[config.mk]
export PLATFORM = sky130hd
export DESIGN_NAME = dram_addr_mux
export DESIGN_NICKNAME = d
export VERILOG_FILES = /design/src/rtl/dram_addr_pkg.sv /design/src/rtl/dram_addr_format.sv /design/src/rtl/dram_addr_select.sv /design/src/rtl/dram_addr_reg.sv /design/src/rtl/dram_addr_mux.sv
export SDC_FILE = /design/constraint.sdc
export NUM_CORES = 1
export LEC_CHECK = 0
export ABC_AREA = 1
export BUFFER_PORTS_ARGS = -buffer_cell sky130_fd_sc_hd__clkbuf_2
export CAP_MARGIN = 20
export CORE_MARGIN = 4
export CORE_UTILIZATION = 38
export DETAILED_ROUTE_END_ITERATION = 7
export PLACE_DENSITY = 0.82
export SETUP_SLACK_MARGIN = 0.05
export SLEW_MARGIN = 20
export SYNTH_ARGS = -nofsm -noshare
export SYNTH_HDL_FRONTEND = slang
export SYNTH_SLANG_ARGS = --single-unit
[constraint.sdc]
create_clock -name clk -period 1.7 [get_ports clk]
set_clock_uncertainty 0.15 [all_clocks]
set_input_delay 0 -clock clk [delete_from_list [all_inputs] [get_ports clk]]
set_output_delay 0 -clock clk [all_outputs]
set_load 0.05 [all_outputs]
[src/rtl/dram_addr_pkg.sv]
package dram_addr_pkg;

    parameter int ADDR_W   = 32;
    parameter int DA_W     = 12;
    parameter int LANE_W   = 3;
    parameter int COL_MIN  = 9;
    parameter int COL_MAX  = 10;
    localparam int NUM_GEOM = COL_MAX - COL_MIN + 1;

    typedef enum logic {
        GEOM_COL10 = 1'b0,
        GEOM_COL9  = 1'b1
    } geom_e;

    typedef struct packed {
        logic [DA_W-1:0] row;
        logic [DA_W-1:0] col;
    } rc_pair_t;

    function automatic logic [DA_W-1:0] col_of(input logic [ADDR_W-1:0] a, input int cbits);
        logic [ADDR_W-1:0] w;
        logic [ADDR_W-1:0] mask;
        w    = a >> LANE_W;
        mask = (ADDR_W'(1) << cbits) - ADDR_W'(1);
        return DA_W'(w & mask);
    endfunction

    function automatic logic [DA_W-1:0] row_of(input logic [ADDR_W-1:0] a, input int cbits);
        logic [ADDR_W-1:0] w;
        w = a >> (LANE_W + cbits);
        return DA_W'(w);
    endfunction

    function automatic int geom_index(input geom_e g);
        return (g == GEOM_COL9) ? (9 - COL_MIN) : (10 - COL_MIN);
    endfunction

endpackage

[src/rtl/dram_addr_format.sv]
module dram_addr_format
    import dram_addr_pkg::*;
(
    input  logic [ADDR_W-1:0] byte_addr,
    output rc_pair_t          pairs [NUM_GEOM]
);
    for (genvar g = 0; g < NUM_GEOM; g++) begin : g_geom
        localparam int CBITS = COL_MIN + g;
        always_comb begin
            pairs[g].col = col_of(byte_addr, CBITS);
            pairs[g].row = row_of(byte_addr, CBITS);
        end
    end
endmodule

[src/rtl/dram_addr_select.sv]
module dram_addr_select
    import dram_addr_pkg::*;
(
    input  rc_pair_t        pairs [NUM_GEOM],
    input  geom_e           geom,
    input  logic            row_sel,
    output logic [DA_W-1:0] next_addr
);
    rc_pair_t chosen;
    always_comb begin
        chosen    = pairs[geom_index(geom)];
        next_addr = row_sel ? chosen.row : chosen.col;
    end
endmodule

[src/rtl/dram_addr_reg.sv]
module dram_addr_reg
    import dram_addr_pkg::*;
(
    input  logic            clk,
    input  logic            rst,
    input  logic [DA_W-1:0] next_addr,
    output logic [DA_W-1:0] q_addr,
    output logic            q_dup
);
    always_ff @(posedge clk) begin
        if (rst) begin
            q_addr <= '0;
            q_dup  <= 1'b0;
        end else begin
            q_addr <= next_addr;
            q_dup  <= next_addr[0];
        end
    end
endmodule

[src/rtl/dram_addr_mux.sv]
module dram_addr_mux
    import dram_addr_pkg::*;
(
    input  logic        clk,
    input  logic        rst,
    input  logic [31:0] byte_addr,
    input  logic        row_sel,
    input  logic        col9_mode,
    output logic [11:0] dram_addr,
    output logic        dram_addr0_dup
);
    rc_pair_t        pairs [NUM_GEOM];
    logic [DA_W-1:0] next_addr;
    geom_e           geom;

    assign geom = col9_mode ? GEOM_COL9 : GEOM_COL10;

    dram_addr_format u_format (
        .byte_addr (byte_addr),
        .pairs     (pairs)
    );

    dram_addr_select u_select (
        .pairs     (pairs),
        .geom      (geom),
        .row_sel   (row_sel),
        .next_addr (next_addr)
    );

    dram_addr_reg u_reg (
        .clk       (clk),
        .rst       (rst),
        .next_addr (next_addr),
        .q_addr    (dram_addr),
        .q_dup     (dram_addr0_dup)
    );
endmodule

==> run summary <==
Number of routed nets with antenna violations: 0. The logs give 0 for the final number of hold-violating endpoints and 0 ns for the summed negative setup slack over all endpoints. The tools report the placeable core area as 0.00133 mm2. The number of pins exceeding their max-slew limit in the final report came out at 0. The fraction of final layout cells with drive strength greater than 1 was 0.403.

The area growth from synthesis to layout is 89.0%. The placement-stage worst setup slack was 0.788 ns. The tools report the number of warnings reported in the yosys synthesis log as 0. The total setup violations reported at the end of the flow is 0, and the internal power component is 532 uW. Yosys attributes the largest share of cell area to dfxtp_1 (44%), a21oi_1 (14%), a21oi_2 (11%). TritonCTS built the clock tree. The run finished with clean final reports.

The largest single stage delay on the critical path is 0.57 ns. The total track usage is 0.217, and the horizontal die dimension is 46.0 um. Summed over all layers, the global routing overflow is 0. The tools report the met3 track utilization from global routing as 0.0395.

Entering global routing, the biggest net connects 14 pins. The fraction of power spent switching nets works out to 0.329. The worst-margin pin slew was 0.293 ns; the worst-case clock buffer depth was 2. The number of global-route vias before repair is 682. In this run the cell area measured after placement is 716 um2. After detailed routing, the number of vias per cell comes to 5.18. Fraction of power consumed by sequential logic: 0.386. Traced cell by cell, the critical path runs through dlygate4sd3_1 > clkbuf_4 > clkinvlp_4 > o21ai_0 > a21oi_2 > dlygate4sd3_1. Summed over all cells, the static leakage comes to 0.510 nW. The total nets after synthesis is 104, and the power density normalized to cell area is 765 mW/mm2.

The logs give 3 for the number of buffers created by CTS and 13 for the row count. The relative slew slack was 0.805. STA classifies the critical path endpoint as a flip-flop.

The root cell of the clock tree is clkbuf_4. The global routing stage identified its most utilized layer as met2. The wire length of the first global-routing pass came out at 3080 um. For the number of levels the H-tree was split into, the log shows 1.

The data arrival time of the worst path was 1.66 ns; the total vias in the final route was 772. Along the worst path, the maximum fanout reaches 5. The final layout contains 171 nets. With fillers left out, the area of the finished cells amounts to 0.00104 mm2.

More flip-flops sit in one register than any other, and that register is u_reg.q_addr. The HPWL after detailed placement is 1040 um. For the routability congestion estimate, the log shows 0.732. Across all setup checks in the final design, the least slack found is 0.0666 ns. The die is 46.0 um tall. The clock drives 12 sinks. Data required time of the critical path: 1.73 ns. The mapped netlist covers 548 um2. Total power for the finished layout comes to 793 uW.

The register with the most flip-flops in the layout has 12 of them. Path category of the worst min-delay check: in -> reg. The final routed DRC violation total is 0. The largest registers in the layout are u_reg.q_addr (12). Setup repair after global routing left no endpoint under its margin. The cell count after synthesis came out at 68. The logs give 0.00211 mm2 for the floorplan die area and 0 for the initial antenna violation count.

In this run, the number of DRC markers left after iteration 0 of detailed routing was 36. After synthesis the netlist holds a flip-flop and latch count of 12. Across the VDD grid, the largest voltage drop is 0.473 mV. Average wire length per cell after detail routing: 14.5 um. Derived from the worst setup path, the maximum achievable clock frequency is 612 MHz. The first-pass detailed-route iteration total was 4; the share of Yosys cell area claimed by the top area cell type was 0.438. The final layout contains routed wiring with a total length of 2160 um. The starting density of the core is 0.411. 49 I/O pins were placed. The met2 usage was 0.398. The slowest stage of the critical path is the dlygate4sd3_1 cell.

Summed over all nets, the switching power comes to 261 uW. The cell type group with the largest total delay on the critical path is buffers and inverters. The relative contribution of the clock network to total power came out at 0.292.

Port buffering added 38 buffers. The share of the clock period used by the worst path after layout works out to 0.961. The run gives 0.219 as the met1 usage. The most used cell along the critical path was dlygate4sd3_1. Max-cap violations in this run came to 0.

The number of buffers and inverters on the critical path is 4. Counting I/O delays and the setup requirement, the final critical path takes 1.63 ns. The largest area contributor in the netlist was dfxtp_1. Clock-pin slew was measured on the worst setup and hold paths at 0.08 ns. Post-CTS timing repair inserted 0 buffers for setup. Count of antenna diodes in the layout: 0. Each instance of the synthesized netlist takes up on average 8.06 um2. In this run, distinct cell masters in the synthesized netlist total 13. The category of the critical setup timing path was in -> reg. STA classifies the critical path startpoint as an input pin.

The sequential-to-total area share from yosys stat was 0.438; the combinational cell fraction of total power was 0.322.
-- timing repair --
action,CTS,global route
endpoints found under the hold margin,12,0
setup endpoints to repair,0,11
hold buffers,27,0
gates resized for setup,0,5
-- path summary, 6_finish.rpt --
kind | from | to | cells after the start
worst max-delay path | rst | u_reg.q_addr[6] | 6
worst min-delay path | row_sel | u_reg.q_addr[9] | 4
-- cells by family after synthesis --
group	synth area share
buffers and inverters	0.103
and+or+nand+nor	0.128
AOI/OAI and AO/OA	0.331
DFF	0.438
-- cells in the mapped netlist --
master,count
inv_1,2
nand2_2,1
nand3b_1,1
buf_4,1
nor2_1,1
dfxtp_1,12
a21oi_2,7
buf_6,3
inv_2,2
o21ai_1,1
o21ai_0,8
a21oi_1,15
nand2_1,14
-- cells in the final DEF, fill, tap and decap left out, types with 2 or more instances in the layout --
cell type / count
clkbuf_2: 37
dlygate4sd3_1: 27
a21oi_1: 15
nand2_1: 14
dfxtp_1: 12
o21ai_0: 7
a21oi_2: 7
clkbuf_4: 4
inv_2: 2
clkinvlp_4: 2
o21ai_1: 2
-- routing by layer --
layer,vias up,wire [um],share of wire
li1,364,-,-
met1,352,807,0.37
met2,47,1100,0.51
met3,9,163,0.075
met4,0,92,0.043
met5,-,0,0
-- power by group through the flow --
stage	Sequential, mW	Combinational [mW]	Clock (mW)
after floorplan	0.381	0.0664	0
after global placement	0.312	0.186	0
after detailed placement	0.312	0.188	0
after CTS	0.306	0.242	0.236
after global routing	0.307	0.271	0.254
final	0.306	0.256	0.231
-- cell type report --
class	count	area [um2]
fillers	102	298
inverters	4	18.8
well taps	15	18.8
repair inverters	1	7.51
repair buffers	65	463
multi-input cells	48	251
clock buffers	4	36.3
flip-flops and latches	12	240
-- per-stage QoR --
step                std cells  hold WS (ns)  utilization
finish                    149        0.0860        0.777
detailed placement        117        0.0970        0.537
floorplan                  68      -0.00991            -
CTS                       148        0.0297        0.766
global route              149        0.0873        0.777
global placement          117        0.0891        0.537
No activity file was read; power rests on OpenSTA's default activity.
